`src/rtl/dsss_frm_pkg.sv`:
```
package dsss_frm_pkg;
  localparam int unsigned BYTE_W = 8;
  localparam logic ADDR_STAT = 1'b0;
  localparam logic ADDR_DATA = 1'b1;
  localparam int unsigned ST_MODE  = 0;
  localparam int unsigned ST_FLAG  = 1;
  localparam int unsigned ST_FRAME = 2;

  typedef enum logic [2:0] {
    TX_IDLE, TX_PRE, TX_MARK, TX_SEND, TX_WAIT
  } tx_phase_e;
endpackage

```
`src/rtl/dsss_tx_timeout.sv`:
```
module dsss_tx_timeout #(
  parameter int unsigned CLK_HZ = 200_000_000,
  parameter int unsigned TMO_MS = 4
) (
  input  logic clk_i,
  input  logic rst_ni,
  input  logic arm_i,
  input  logic clear_i,
  output logic fire_o
);
  localparam int unsigned PRESC = (CLK_HZ / 1000 > 0) ? CLK_HZ / 1000 : 1;
  localparam int unsigned PW = $clog2(PRESC) + 1;
  localparam int unsigned MW = $clog2(TMO_MS) + 1;

  logic          armed_q;
  logic [PW-1:0] pcnt_q;
  logic [MW-1:0] mcnt_q;

  always_ff @(posedge clk_i or negedge rst_ni) begin
    if (!rst_ni) begin
      armed_q <= 1'b0;
      pcnt_q  <= '0;
      mcnt_q  <= '0;
      fire_o  <= 1'b0;
    end else begin
      fire_o <= 1'b0;
      if (arm_i) begin
        armed_q <= 1'b1;
        pcnt_q  <= '0;
        mcnt_q  <= '0;
      end else if (clear_i) begin
        armed_q <= 1'b0;
      end else if (armed_q) begin
        if (pcnt_q == PW'(PRESC - 1)) begin
          pcnt_q <= '0;
          if (mcnt_q == MW'(TMO_MS - 1)) begin
            fire_o  <= 1'b1;
            armed_q <= 1'b0;
          end else begin
            mcnt_q <= mcnt_q + 1'b1;
          end
        end else begin
          pcnt_q <= pcnt_q + 1'b1;
        end
      end
    end
  end
endmodule

```
`src/rtl/dsss_tx_seq.sv`:
```
module dsss_tx_seq
  import dsss_frm_pkg::*;
#(
  parameter int unsigned        PRE_LEN    = 40,
  parameter logic [BYTE_W-1:0]  FRAME_WORD = 8'h1A
) (
  input  logic              clk_i,
  input  logic              rst_ni,
  input  logic              start_i,
  input  logic              abort_i,
  input  logic              tick_i,
  input  logic              wr_i,
  input  logic [BYTE_W-1:0] wdata_i,
  output logic              active_o,
  output logic              bit_o,
  output logic              buf_empty_o,
  output logic              load_o
);
  localparam int unsigned CW = ($clog2(PRE_LEN) > 3) ? $clog2(PRE_LEN) : 3;

  tx_phase_e         phase_q;
  logic [CW-1:0]     cnt_q;
  logic [BYTE_W-1:0] sh_q, buf_q;
  logic              full_q, sent_q;
  logic              wr_ok, slot;
  logic [BYTE_W-1:0] mark_sh;

  assign active_o    = (phase_q != TX_IDLE);
  assign buf_empty_o = !full_q;
  assign wr_ok       = wr_i && active_o && !full_q;
  // byte boundary: end of marker, end of a byte, or any period while starved
  assign slot = tick_i && ((((phase_q == TX_MARK) || (phase_q == TX_SEND)) &&
                           (cnt_q == CW'(BYTE_W - 1))) || (phase_q == TX_WAIT));
  assign mark_sh = FRAME_WORD << cnt_q[2:0];

  always_comb begin
    unique case (phase_q)
      TX_PRE, TX_WAIT: bit_o = 1'b1;
      TX_MARK:         bit_o = mark_sh[BYTE_W-1];
      TX_SEND:         bit_o = sh_q[BYTE_W-1];
      default:         bit_o = 1'b0;
    endcase
  end

  always_ff @(posedge clk_i or negedge rst_ni) begin
    if (!rst_ni) begin
      phase_q <= TX_IDLE;
      cnt_q   <= '0;
      sh_q    <= '0;
      buf_q   <= '0;
      full_q  <= 1'b0;
      sent_q  <= 1'b0;
      load_o  <= 1'b0;
    end else begin
      load_o <= 1'b0;
      if (abort_i) begin
        phase_q <= TX_IDLE;
        full_q  <= 1'b0;
      end else if (start_i && !active_o) begin
        phase_q <= TX_PRE;
        cnt_q   <= '0;
        full_q  <= 1'b0;
        sent_q  <= 1'b0;
      end else begin
        if (wr_ok) begin
          buf_q  <= wdata_i;
          full_q <= 1'b1;
        end
        if (tick_i) begin
          unique case (phase_q)
            TX_PRE: begin
              if (cnt_q == CW'(PRE_LEN - 1)) begin
                phase_q <= TX_MARK;
                cnt_q   <= '0;
              end else begin
                cnt_q <= cnt_q + 1'b1;
              end
            end
            TX_MARK: cnt_q <= cnt_q + 1'b1;
            TX_SEND: begin
              cnt_q <= cnt_q + 1'b1;
              sh_q  <= sh_q << 1;
            end
            default: ;
          endcase
        end
        if (slot) begin
          if (full_q) begin
            sh_q    <= buf_q;
            full_q  <= 1'b0;
            sent_q  <= 1'b1;
            load_o  <= 1'b1;
            phase_q <= TX_SEND;
            cnt_q   <= '0;
          end else if (sent_q) begin
            phase_q <= TX_IDLE;
          end else begin
            phase_q <= TX_WAIT;
          end
        end
      end
    end
  end
endmodule

```
`src/rtl/dsss_rx_deframe.sv`:
```
module dsss_rx_deframe
  import dsss_frm_pkg::*;
#(
  parameter logic [BYTE_W-1:0] FRAME_WORD = 8'h1A
) (
  input  logic              clk_i,
  input  logic              rst_ni,
  input  logic              restart_i,
  input  logic              tick_i,
  input  logic              sync_i,
  input  logic              bit_i,
  output logic [BYTE_W-1:0] byte_o,
  output logic              byte_stb_o,
  output logic              framed_o
);
  localparam int unsigned BW = $clog2(BYTE_W);

  logic [BYTE_W-1:0] win_q, win_nxt;
  logic [BW-1:0]     cnt_q;

  assign win_nxt = {win_q[BYTE_W-2:0], bit_i};

  always_ff @(posedge clk_i or negedge rst_ni) begin
    if (!rst_ni) begin
      win_q      <= '1;
      cnt_q      <= '0;
      framed_o   <= 1'b0;
      byte_o     <= '0;
      byte_stb_o <= 1'b0;
    end else begin
      byte_stb_o <= 1'b0;
      if (restart_i || !sync_i) begin
        // window preset to ones: a marker with MSB 0 needs 8 fresh bits
        win_q    <= '1;
        cnt_q    <= '0;
        framed_o <= 1'b0;
      end else if (tick_i) begin
        win_q <= win_nxt;
        if (!framed_o) begin
          if (win_nxt == FRAME_WORD) begin
            framed_o <= 1'b1;
            cnt_q    <= '0;
          end
        end else begin
          cnt_q <= cnt_q + 1'b1;
          if (cnt_q == BW'(BYTE_W - 1)) begin
            byte_o     <= win_nxt;
            byte_stb_o <= 1'b1;
          end
        end
      end
    end
  end
endmodule

```
`src/rtl/dsss_frame_ctrl.sv`:
```
module dsss_frame_ctrl
  import dsss_frm_pkg::*;
#(
  parameter int unsigned       PRE_LEN    = 40,
  parameter logic [BYTE_W-1:0] FRAME_WORD = 8'h1A,
  parameter int unsigned       CLK_HZ     = 200_000_000,
  parameter int unsigned       TMO_MS     = 4
) (
  input  logic              clk_i,
  input  logic              rst_ni,
  input  logic              reg_addr_i,
  input  logic              reg_we_i,
  input  logic              reg_re_i,
  input  logic [BYTE_W-1:0] reg_wdata_i,
  output logic [BYTE_W-1:0] reg_rdata_o,
  input  logic              tick_i,
  input  logic              rx_sync_i,
  input  logic              rx_bit_i,
  output logic              tx_active_o,
  output logic              tx_bit_o,
  output logic              irq_o
);
  logic go_tx, force_rx, data_wr, data_rd;
  logic tmo_fire, buf_empty, tx_load;
  logic rx_stb, framed, rx_ready_q;
  logic [BYTE_W-1:0] rx_byte, rx_data_q, status;

  assign go_tx    = reg_we_i && (reg_addr_i == ADDR_STAT) && reg_wdata_i[ST_MODE] && !tx_active_o;
  assign force_rx = reg_we_i && (reg_addr_i == ADDR_STAT) && !reg_wdata_i[ST_MODE];
  assign data_wr  = reg_we_i && (reg_addr_i == ADDR_DATA);
  assign data_rd  = reg_re_i && (reg_addr_i == ADDR_DATA);

  dsss_tx_timeout #(.CLK_HZ(CLK_HZ), .TMO_MS(TMO_MS)) u_tmo (
    .clk_i, .rst_ni,
    .arm_i   (go_tx),
    .clear_i (data_wr && tx_active_o),
    .fire_o  (tmo_fire)
  );

  dsss_tx_seq #(.PRE_LEN(PRE_LEN), .FRAME_WORD(FRAME_WORD)) u_tx (
    .clk_i, .rst_ni,
    .start_i     (go_tx),
    .abort_i     (force_rx || tmo_fire),
    .tick_i,
    .wr_i        (data_wr),
    .wdata_i     (reg_wdata_i),
    .active_o    (tx_active_o),
    .bit_o       (tx_bit_o),
    .buf_empty_o (buf_empty),
    .load_o      (tx_load)
  );

  dsss_rx_deframe #(.FRAME_WORD(FRAME_WORD)) u_rx (
    .clk_i, .rst_ni,
    .restart_i  (force_rx || tx_active_o),
    .tick_i,
    .sync_i     (rx_sync_i),
    .bit_i      (rx_bit_i),
    .byte_o     (rx_byte),
    .byte_stb_o (rx_stb),
    .framed_o   (framed)
  );

  always_ff @(posedge clk_i or negedge rst_ni) begin
    if (!rst_ni) begin
      rx_data_q  <= '0;
      rx_ready_q <= 1'b0;
    end else if (rx_stb) begin
      rx_data_q  <= rx_byte;
      rx_ready_q <= 1'b1;
    end else if (data_rd) begin
      rx_ready_q <= 1'b0;
    end
  end

  always_comb begin
    status           = '0;
    status[ST_MODE]  = tx_active_o;
    status[ST_FLAG]  = tx_active_o ? buf_empty : rx_ready_q;
    status[ST_FRAME] = framed;
  end

  assign reg_rdata_o = (reg_addr_i == ADDR_STAT) ? status : rx_data_q;
  assign irq_o       = tx_load || rx_stb;
endmodule

```
`config.mk`:
```
export PLATFORM = sky130hd
export DESIGN_NAME = dsss_frame_ctrl
export DESIGN_NICKNAME = d
export VERILOG_FILES = /design/src/rtl/dsss_frm_pkg.sv /design/src/rtl/dsss_tx_timeout.sv /design/src/rtl/dsss_tx_seq.sv /design/src/rtl/dsss_rx_deframe.sv /design/src/rtl/dsss_frame_ctrl.sv
export SDC_FILE = /design/constraint.sdc
export NUM_CORES = 1
export LEC_CHECK = 0
export ABC_CLOCK_PERIOD_IN_PS = 4400
export BUFFER_PORTS_ARGS = -buffer_cell sky130_fd_sc_hd__buf_4
export CAP_MARGIN = 25
export CORE_ASPECT_RATIO = 1.4
export CORE_MARGIN = 2
export CORE_UTILIZATION = 39
export DETAILED_ROUTE_END_ITERATION = 7
export SLEW_MARGIN = 25
export SYNTH_ARGS = -nofsm -noshare
export SYNTH_HDL_FRONTEND = slang
export SYNTH_HIERARCHICAL = 1
export SYNTH_SLANG_ARGS = --single-unit
```
`constraint.sdc`:
```
create_clock -name clk_i -period 4.4 [get_ports clk_i]
set_input_delay 0 -clock clk_i [delete_from_list [all_inputs] [get_ports clk_i]]
set_output_delay 0 -clock clk_i [all_outputs]
set_load 0.01 [all_outputs]
```
-- Yosys cells after proc, flatten, opt, wreduce, memory -nomap -nowiden
Index checks and enable logic that the tools add are counted.
Widths: inputs -> output; s select.
- $add $sub $neg: 4
- equality and inequality tests: 12
- shifts and indexed selects: 1
- mux-type cells: 68
- bitwise logic cells: 4
- reduce and logical (&&, ||, !) cells: 42
- operators with widths (operator ; number):
    $mux 19 ; 4
    $mux 3 ; 17
    $mux 8 ; 5
    $mux 1 ; 33
    $mux 6 ; 5
    $add 19x1->19 const B ; 1
    $eq 19x18->1 const B ; 1
    $mux 7 ; 2
    $pmux 6 s2 ; 1
    $reduce_bool 2->1 ; 6
    $reduce_bool 4->1 ; 3
    $logic_and 1x1->1 ; 11
    $eq 3x2->1 const B ; 3
    $reduce_and 3->1 ; 3
    $eq 8x5->1 const B ; 1
    $reduce_and 4->1 ; 2
    $shl 5x3->8 const A ; 1
    $add 3x1->3 const B ; 2
    $add 6x1->6 const B ; 1
    $eq 3x3->1 const B ; 2
    $eq 6x3->1 const B ; 1
    $eq 6x6->1 const B ; 1
    $logic_or 1x1->1 ; 6
    $reduce_and 2->1 ; 3
    7 further kinds ; 16
- register bits after elaboration: 81
- input bits: 16
- output and inout port bits: 11
- word-level logic and storage cells: 149

-- Logic depth before layout (Yosys ltp)
Gate-level depths: netlist (run 1).
- word-level depth: 8
- mapped depth: 9

-- By module
Netlist (run 1), hierarchy kept.
- by module, submodules not included (module ; times used ; cells each ; area an instance (sq um)):
    dsss_tx_seq ; 1 ; 143 ; 1482.7
    dsss_tx_timeout ; 1 ; 134 ; 1312.5
    dsss_rx_deframe ; 1 ; 70 ; 894.6
    dsss_frame_ctrl ; 1 ; 38 ; 483.0

-- Worst setup path after synthesis (run 1)
Ideal clock, no wire load.
- path kind: register to register
- start point: register u_tx.phase_q[0]
- end point: register u_tmo.pcnt_q[16]
- arrival time: 2.138 ns
- setup slack: 2.185 ns
- stages on the path, launching flop included: 10
- path buffers: 2
- clock period less this slack: 2.215 ns
- path through: dfrtp_1 buf_2 nor2_2 nand2_1 and3_1 nor2b_1 buf_2 o2111a_2 or4b_1 a21oi_1
- word-level cells in the longest chain between the ends: 5
- elaborated cells on any way between the ends: 8
- those cells by class: eq/ne (1); mux (1); reduce/logical (6)
- ends and longest elaborated chain (element ; line ; RTL):
    start: declaration ; dsss_tx_seq.sv:21 ; tx_phase_e phase_q;
    start signal: assignment ; dsss_tx_seq.sv:47 ; phase_q <= TX_IDLE;
    start signal: assignment ; dsss_tx_seq.sv:57 ; phase_q <= TX_IDLE;
    start signal: assignment ; dsss_tx_seq.sv:60 ; phase_q <= TX_PRE;
    $reduce_bool 3->1 (*) ; dsss_tx_seq.sv:28 ; assign active_o = (phase_q != TX_IDLE);
    via tx_active_o ; dsss_frame_ctrl.sv:19 ; output logic tx_active_o,
    $logic_not 1->1 ; dsss_frame_ctrl.sv:28 ; assign go_tx = reg_we_i && (reg_addr_i == ADDR_STAT) && reg_wdata_i[ST_MODE] && !tx_active_o;
    $logic_and 1x1->1 ; dsss_frame_ctrl.sv:28 ;
    $ne 2x1->1 (no line) / $reduce_bool 2->1 (equally long branches) ; n/a ;
    $reduce_and 2->1 (no line) ; n/a ;
    end signal: assignment ; dsss_tx_timeout.sv:43 ; pcnt_q <= pcnt_q + 1'b1;
    end: declaration ; dsss_tx_timeout.sv:16 ; logic [PW-1:0] pcnt_q;
Mark *: on every way through the listed nets, which the timed path passes. The rest lies on a longest branch.
A chain may end at the register's enable or synchronous reset.

-- Worst setup path after layout (run 1)
- start point: register u_tx.phase_q[1]
- end point: register u_tx.cnt_q[1]
- elaborated cells on any way between the ends: 18
- those cells by class: eq/ne (4); mux (5); reduce/logical (9)
- RTL lines (element ; line ; RTL):
    $reduce_bool 3->1 ; dsss_tx_seq.sv:28 ;
    $logic_not 1->1 ; dsss_frame_ctrl.sv:28 ;
    $logic_and 1x1->1 ; dsss_frame_ctrl.sv:28 ;
    via go_tx ; dsss_frame_ctrl.sv:23 ; logic go_tx, force_rx, data_wr, data_rd;
    $logic_and 1x1->1 ; dsss_tx_seq.sv:59 ; end else if (start_i && !active_o) begin
    $mux 6 ; dsss_tx_seq.sv:59 ;
    end signal: assignment ; dsss_tx_seq.sv:76 ; cnt_q <= cnt_q + 1'b1;
    end signal: assignment ; dsss_tx_seq.sv:79 ; TX_MARK: cnt_q <= cnt_q + 1'b1;
    end signal: assignment ; dsss_tx_seq.sv:81 ; cnt_q <= cnt_q + 1'b1;
    end: declaration ; dsss_tx_seq.sv:22 ; logic [CW-1:0] cnt_q;
The timed path passes the listed nets, and every way through them passes these cells.

==> impl.org, run 1 <==
** Pwr
- The clock network is responsible for 38.3% of the overall power.
- Cell internal power was estimated by the tool at 1.415 mW.
- The analysis attributes to cell leakage a power of 2.283 nW.
- The analysis attributes to net switching a power of approximately 0.54 mW.
- Sequential cells burn 46.4% of the power.
- Switch share :: 27.57%
- In this run, the combinational gates consume 15.3% of the power.
- Power density relative to cell area :: 400.8 mW/mm2
- Worst ir drop on vdd :: 206.7 uV

** Yosys
- Synth Area in XOR/XNOR :: under 10%
- Register bit total from synthesis :: 81
- For this run, the leading register cell type out of synthesis is sky130_fd_sc_hd__dfrtp_1.
- For this run, asynchronously set or reset flops after synthesis account for 100.0%.
- Summed over all instances, the cell type with the most area after synthesis is sky130_fd_sc_hd__dfrtp_1.
- Multiplexer fraction of the synthesized cell area :: about an eighth
- Summing the areas of all compound-gate instances in the mapped netlist gives 12.47% of the synthesized area.
- Counting every net in the synthesized netlist gives 409.
- Yosys synthesis warning count :: 6
- After Yosys synthesis, full adders, half adders and majority gates account for 2.399% of the synthesized area.
- Top-area cell type share of the netlist area :: 44.38%
- Cells taking the most area after synthesis :: sky130_fd_sc_hd__dfrtp_1, sky130_fd_sc_hd__mux2_2, sky130_fd_sc_hd__dfstp_2
- In this run, synthesis inferred 0 flip-flops with an integrated enable.
- Avg Inst Size Synth :: 10.84 um2
- Combinational family with the most area after synthesis :: simple AND/OR/NAND/NOR gates
- Netlist area before placement :: 0.004173 mm2
- Synthesis instantiated between 60 and 70 different standard cells from the library.
- Most used standard cells in the synthesized netlist :: sky130_fd_sc_hd__dfrtp_1, sky130_fd_sc_hd__nand2_1, sky130_fd_sc_hd__a21oi_1, sky130_fd_sc_hd__mux2_2, sky130_fd_sc_hd__mux2i_1
- For this run, the register share of the synthesized area comes to 48.79%.
- Simple-gate share of the synthesized area :: 19.37%
- Most common cell in the netlist :: sky130_fd_sc_hd__dfrtp_1
- Mapped Cells :: between 300 and 400

** Placement
- Input and output buffers added on the ports amount to 26.
- The placed instances occupy a cell area of 0.004452 mm2.
- Detailed placement ended at an HPWL of roughly 5900 um.
- Including well taps, the total number of placed cells is approximately 530.
- GP Congestion :: 0.8946

** Global routing
- After global routing the overflow that remains totals 0.
- Entering global routing, the biggest net connects 42 pins.
- GR Util All Layers :: 15.52%
- The first global-routing pass estimated approximately 14000 um of wire.
- Number of antenna violations at the first check in global routing :: 0
- Number of global-route vias before repair :: 2980

** Floorplan
- The floorplan step defined a core boundary enclosing 0.01041 mm2.
- The die covers between 0.01 and 0.015 mm2.
- From bottom edge to top edge, the die measures 126.4 um.
- Cell row count :: 44
- The die is 91.42 um wide.
- Initial standard-cell utilization of the core :: 40.10%
- I/O pins :: 27

** Setup path
- The critical path is of the reg2reg type.
- The worst setup path is captured at a register.
- Reg2reg setup slack :: between 1.5 and 2 ns
- Setup crit start kind :: register
- In this design, the stage delay of the slowest critical-path cell is 0.59 ns.
- Worst path required time :: 4.60 ns
- Counting both buffers and inverters, the worst setup path holds a total of 0.
- Critical-path top delay cell :: sky130_fd_sc_hd__and4bb_2
- Of all nets on the critical path, the largest fanout is 16.
- Arrival time at the worst endpoint :: 2.92 ns
- Cell-by-cell trace of the critical path :: nor2_2 > nand2_1 > and4bb_2 > a31o_2 > a21o_1 > or3_1 > o22ai_1
- Cell family with most CP delay :: simple AND/OR/NAND/NOR gates

** Clock tree
- CTS tree :: yes
- CTS root buf :: sky130_fd_sc_hd__clkbuf_16
- Clock-pin slew on the worst setup and hold paths :: roughly 0.060 ns
- Counting along the longest clock path gives a buffer depth of 2.
- Post-CTS repair changed the size of 0 cells.
- TritonCTS sink count :: slightly above 80
- The H-tree was split into 3 levels.
- Number of buffers added by the clock tree synthesis step :: 9
- Clock Latency Late Sink :: ~0.33 ns
- Cts-stage hold buffer count :: 12
- Setup repair bufs after CTS :: 0

** Detailed routing
- The final route contains 3025 vias.
- Dividing the detail-routed via count by the number of cells gives 5.383.
- Remaining antenna violation count :: 0
- Number of optimization iterations in the first detailed-route pass :: 5
- Final wirelength :: around 8400 um
- In the final routed layout, each cell accounts on average for 14.98 um.
- For this run, design rule violations remaining after detail routing come to 0.
- First DRT Iteration DRCs :: 165

** Timing
- Final critical delay including setup and external delays :: around 2.7 ns
- Final critical-path share of the clock period :: ~62%
- Final-layout worst hold slack :: 0.03644 ns
- Worst slew margin relative to its limit :: 56.24%
- For the pin with the worst max-slew slack, the measured transition is 0.6550 ns.
- Setup repair after global routing left no endpoint under its margin.
- The number of slew-limit violations in the final report was 0.
- The count of endpoints failing hold in the final timing report came to 0.
- Maximum clock frequency :: 367.9 MHz
- For the final routed database, the setup TNS stands at 0 ns.
- Final setup viols :: 0
- Final clock skew :: 0.01002 ns

** Cells and area
- The post-route netlist has between 20% and 30% of its cells at a drive strength greater than 1.
- At the end of the flow the core is filled with cells to 46.85%.
- Final standard cell area without fillers :: 0.004875 mm2
- Cell Count, Final, Fillers Out :: 562
- 0 antenna diodes ended up in the layout.
- The area growth from synthesis to layout is 16.82%.
- Final layout net count :: 443
- The layout has slightly below 1000 filler cells.

** Run
- Across the run, the number of max-cap violations was 0.

** Min path
- HP Class :: in2reg

** Outcome
- Run status :: completed
-- power groups by stage --
stage | Combinational, mW | Clock (mW) | Sequential, mW
final | 0.298 | 0.748 | 0.907
after global routing | 0.336 | 0.812 | 0.921
after CTS | 0.301 | 0.773 | 0.907
after detailed placement | 0.292 | 0 | 0.918
after global placement | 0.286 | 0 | 0.918
after floorplan | 0.217 | 0 | 0.891
-- path summary, 6_finish.rpt --
kind / start / to / cells past startpoint
hold reg to reg: u_tx/buf_q[0] / u_tx/sh_q[0] / 2
setup reg to reg: u_tx/phase_q[1] / u_tx/cnt_q[1] / 7
hold / removal: reg_addr_i / rx_ready_q / 3
min in group asynchronous: rst_ni / u_tx/cnt_q[4] / 2
setup / recovery: u_tx/phase_q[1] / u_tx/cnt_q[1] / 7
max in group asynchronous: rst_ni / u_rx/win_q[3] / 3
-- routing by layer --
metal / GRT usage, % / vias up / share of wire [%]
li1: - / 1473 / -
met1: 19.32 / 1495 / 45
met2: 25.74 / 43 / 50
met3: 3.504 / 14 / 2.7
met4: 6.863 / 0 / 2.5
met5: 0 / - / 0
-- layout make-up --
class	count	area [um2]	area share, %
inverter	12	45.04	0.9240
multi-input combinational	276	1999	41.02
clock buffer	12	246.5	5.056
sequential	81	2036	41.76
timing repair buffer	39	322.8	6.622
clock inverter	4	52.55	1.078
tap	138	172.7	3.542
-- logic make-up (layout without fill, tap and decap cells) --
group,Yosys count,count (layout)
fa+ha+maj,8,8
buf+inv,28,67
mux,46,46
compound gates,81,81
xor+xnor,8,8
simple gates,133,133
flops,81,81
-- cells in the final DEF (no fill, tap or decap), types with 9 or more instances in the layout --
| cell type | count |
|---|---|
| sky130_fd_sc_hd__buf_4 | 27 |
| sky130_fd_sc_hd__clkbuf_16 | 9 |
| sky130_fd_sc_hd__a21oi_1 | 21 |
| sky130_fd_sc_hd__mux2_2 | 21 |
| sky130_fd_sc_hd__dlygate4sd3_1 | 12 |
| sky130_fd_sc_hd__inv_1 | 11 |
| sky130_fd_sc_hd__dfrtp_1 | 74 |
| sky130_fd_sc_hd__nor2_1 | 15 |
| sky130_fd_sc_hd__o21ai_1 | 10 |
| sky130_fd_sc_hd__mux2i_1 | 17 |
| sky130_fd_sc_hd__nand2_1 | 32 |
| sky130_fd_sc_hd__o21ai_0 | 13 |
-- state kept, by name, indices dropped and copies added (netlist names), 6 cells and up --
| signal | flops |
|---|---|
| rx_data_q | 8 |
| u_tx/sh_q | 8 |
| u_tmo/pcnt_q | 19 |
| u_tx/buf_q | 8 |
| u_rx/byte_o | 8 |
| u_rx/win_q | 7 |
| u_tx/cnt_q | 6 |
-- tightest hold or removal path, cell delays in order --
cell                      delay [ns]
sky130_fd_sc_hd__buf_4          0.17
sky130_fd_sc_hd__nand2_2        0.07
sky130_fd_sc_hd__a21o_1         0.10
-- metrics by stage --
| stage | setup slack [ns] | total power, mW |
|---|---|---|
| after floorplan | 2.185 | 1.108 |
| after CTS | 1.634 | 1.981 |
| after global placement | 1.707 | 1.204 |
| after global routing | 1.489 | 2.069 |
| after detailed placement | 1.662 | 1.210 |
| final | 1.682 | 1.954 |
Power figures use the tool's default switching activity.
==> run 2, diff against run 1 <==
ABC_CLOCK_PERIOD_IN_PS = 2460   (was 4400)
clock period = 2.46 ns   (was 4.4 ns; I/O delays follow)
==> run 2 against run 1 <==
Net effect: die area did not move; power rose by 82%; setup slack got worse by 1.4 ns; count of clock-buffer cells in the layout fell by 2; sequential power rose by 78%; clock skew fell by 0.0015 ns; maximum frequency rose by 23%; design area rose by 1.3%; final cell count rose by 1.4%; first-iteration DRC count fell by 12%; critical path type unchanged; largest cell class unchanged.
==> impl.org, run 2 (same netlist as run 1, synthesis figures left out) <==
** Detailed routing
- The number of design rule violations left after detail routing was 0 (unchanged).
- The total iterations of the first detailed-routing run was 4 (-1).
- Via density :: 5.379 (about the same)
- Final wirelength :: 8664 um (+2.9%)
- Vias :: 3066 (+1.4%)
- Remaining antenna violation count :: 0 (unchanged)
- Mean routed wirelength per cell :: 15.20 um (+1.5%)
- The number of DRC markers after the initial detailed-route iteration was 146 (-12%).

** Setup path
- Setup crit start kind :: register
- The data required time of the critical path came to 2.69 ns (-1.91 ns).
- The reg2reg setup slack was 0.25 ns (-1.43 ns).
- Arrival time at the worst endpoint :: 2.43 ns (-0.49 ns)
- The worst register-to-register path begins at u_tx/phase_q[0].
- Peak fanout along the critical path :: 7 (-9)
- Endpoint of the lowest-slack register-to-register path :: u_tmo/mcnt_q[2]
- R2r worst-path depth :: 7 (unchanged)
- Kind of capture point of the worst setup path :: register
- Setup Crit Path Kind :: reg2reg

** Min path
- Hold wc startpoint :: reg_addr_i
- The depth of the worst hold-timing path is 3 (unchanged).
- Worst Hold Path EP :: rx_ready_q
- HP Class :: in2reg

** Floorplan
- Horizontal die dimension :: 91.42 um (unchanged)
- The total number of placement rows came to 44 (unchanged).
- The vertical extent of the die is 126.4 um (unchanged).
- The area of the placeable core is 0.01041 mm2 (unchanged).
- The boundary pin count came to 27 (unchanged).
- Initial standard-cell utilization of the core :: 40.10% (unchanged)
- Die area :: 0.01155 mm2 (unchanged)

** Timing
- Fin. max-slew vios :: 0 (unchanged)
- The count of endpoints failing hold in the final timing report is 0 (unchanged).
- The final setup slack of the worst path is 0.2510 ns (-1.431 ns).
- The clock skew is 0.008561 ns (-0.001459 ns).
- Final setup viols :: 0 (unchanged)
- Final critical delay including setup and external delays :: 2.209 ns (-0.5094 ns)
- Worst slew margin relative to its limit :: 51.90% (-4.3 points)
- RSZ-0062 raised after global routing :: false
- Slew at the pin with the worst max-slew slack :: 0.7215 ns (+0.06645 ns)
- The period utilization was 89.80% (+28 points).
- Maximum clock frequency :: 452.7 MHz (+23%)
- Sum Neg Setup Slack :: 0 ns (unchanged)

** Cells and area
- Growth of design area from synthesis to finish :: 18.38%
- The number of standard cells in the layout, taps in and fillers out came to 570 (+1.4%).
- u_tmo/pcnt_q holds more flip-flops than any other register.
- Final layout net count :: 451 (+1.8%)
- Commonest cells after routing, fill and taps aside :: sky130_fd_sc_hd__dfrtp_1, sky130_fd_sc_hd__buf_4, sky130_fd_sc_hd__nand2_1
- Ratio of cells with drive above 1 in the final layout :: 25.00% (+1.7 points)
- Leading cell type in the layout, fill and taps excluded :: sky130_fd_sc_hd__dfrtp_1
- The count of inserted antenna diode cells came to 0 (unchanged).
- The number of flip-flops in the largest register is 19 (unchanged).

** Global routing
- The leftover overflow at the end of global routing is 0 (unchanged).
- The largest net degree at the start of global routing was 82 (+95%).
- The first-pass GRT wire length was 14810 um (+3.2%).
- The overall routing resource usage was 15.97% (+0.45 points).
- The initial antenna violation count is 0 (unchanged).
- The number of global-route vias before repair is 3091 (+3.7%).

** Placement
- The total instance count after detailed placement was 542 (+1.5%).
- # port buffers :: 26 (unchanged)
- The placed wire-length estimate after detailed placement was 5955 um (+0.98%).
- Worst slack after detailed placement :: 0.2671 ns (-1.395 ns)
- GP Congestion :: 0.8211 (-8.2%)

** Clock tree
- The number of H-tree branching levels is 3 (unchanged).
- The worst-skew pair later-pin latency came to 0.34 ns (about the same).
- TritonCTS sink count :: 81 (unchanged)
- Number of buffers added by the clock tree synthesis step :: 9 (unchanged)
- TritonCTS built the clock tree.
- Clock-pin slew on the worst setup and hold paths :: 0.06 ns (about the same)
- The buffer levels on the longest clock path was 2 (unchanged).
- CTS root buf :: sky130_fd_sc_hd__clkbuf_16

** Run
- Max-cap viol count :: 0 (unchanged)

** Pwr
- The proportion of power drawn by the clock network is 38.4% (about the same).
- The switching share of power was 27.97% (+0.40 points).
- Pint :: 2.560 mW (+81%)
- The part of the total power dissipated in combinational logic came to 16.2% (+0.9 points).
- Switching power summed over all nets :: 0.9942 mW (+85%)
- Power density relative to cell area :: 719.5 mW/mm2 (+80%)
- The part of the total power dissipated in sequential elements came to 45.4% (-1.0 points).
- The maximum vdd ir drop came to 367.1 uV (+78%).
- The static power due to leakage is 2.326 nW (+1.9%).

** Outcome
- Run status :: completed
## run 2: cell types whose count changed in the layout (fill, tap and decap cells not counted), sizes merged
cell      change
clkbuf        -2
clkinv        +1
clkinvlp      +1
buf           +8
## run 2: cell type report
| type | instances | area, um2 |
|---|---|---|
| sequential | 81 | 2036 |
| clock inverter | 6 | 65.06 |
| tap | 138 | 172.7 |
| fill | 961 | 5465 |
| clock buffer | 10 | 239.0 |
| timing repair buffer | 47 | 386.6 |
| inverter | 12 | 45.04 |
| multi-input combinational | 276 | 1996 |
## run 2: per-layer routing
layer / track usage (%) / share of wire, %
met3: 3.622 / 2.2
met2: 27.72 / 52
met5: 0 / 0
met4: 6.684 / 1.8
met1: 18.93 / 44
## run 2: critical path: stages, from the launching register on
cell	delay, ns
sky130_fd_sc_hd__dfrtp_1	0.39
sky130_fd_sc_hd__nor2_2	0.22
sky130_fd_sc_hd__nand2_1	0.13
sky130_fd_sc_hd__and3_1	0.20
sky130_fd_sc_hd__and4b_1	0.35
sky130_fd_sc_hd__nand2_2	0.14
sky130_fd_sc_hd__nor3_1	0.30
sky130_fd_sc_hd__mux2_2	0.37
## run 2: power groups by stage
stage                     logic, mW  registers [mW]  clock network, mW
after floorplan               0.388            1.59                  0
after global placement        0.554            1.63                  0
after detailed placement      0.569            1.64                  0
after CTS                     0.585            1.61               1.39
after global routing          0.658            1.64               1.45
final                         0.577            1.61               1.36
## run 2: how the worst max path moves through the flow
stage | startpoint | end | depth (start not counted) | slack (ns)
2_1_floorplan | u_tx/phase_q[0] | u_tmo/pcnt_q[16] | 9 | 0.25
6_report | u_tx/phase_q[0] | u_tmo/mcnt_q[2] | 7 | 0.25
3_5_place_dp | u_tx/phase_q[2] | u_tx/cnt_q[5] | 7 | 0.27
4_1_cts | u_tx/phase_q[0] | u_tmo/pcnt_q[18] | 7 | 0.26
5_1_grt | u_tx/phase_q[0] | u_tmo/pcnt_q[13] | 7 | 0.1
3_3_place_gp | u_tx/phase_q[2] | u_tx/buf_q[2] | 6 | 0.30
## run 2: stage by stage
stage	hold slack, ns	cell area [um2]	power, mW	utilization, %
6_report	0.01964	4940	3.554	47.47
5_1_grt	0.02433	4940	3.745	47.47
4_1_cts	0.01658	4936	3.592	47.44
3_5_place_dp	0.2238	4512	2.204	43.36
3_3_place_gp	0.2217	4512	2.185	43.36
2_1_floorplan	-0.2956	4173	1.982	-
## run 2: repair_timing
item / in CTS / in global routing
hold buffers: 12 / 0
gates resized for setup: 0 / 0
buffers inserted: 0 / 0
endpoints found under the hold margin: 87 / 0
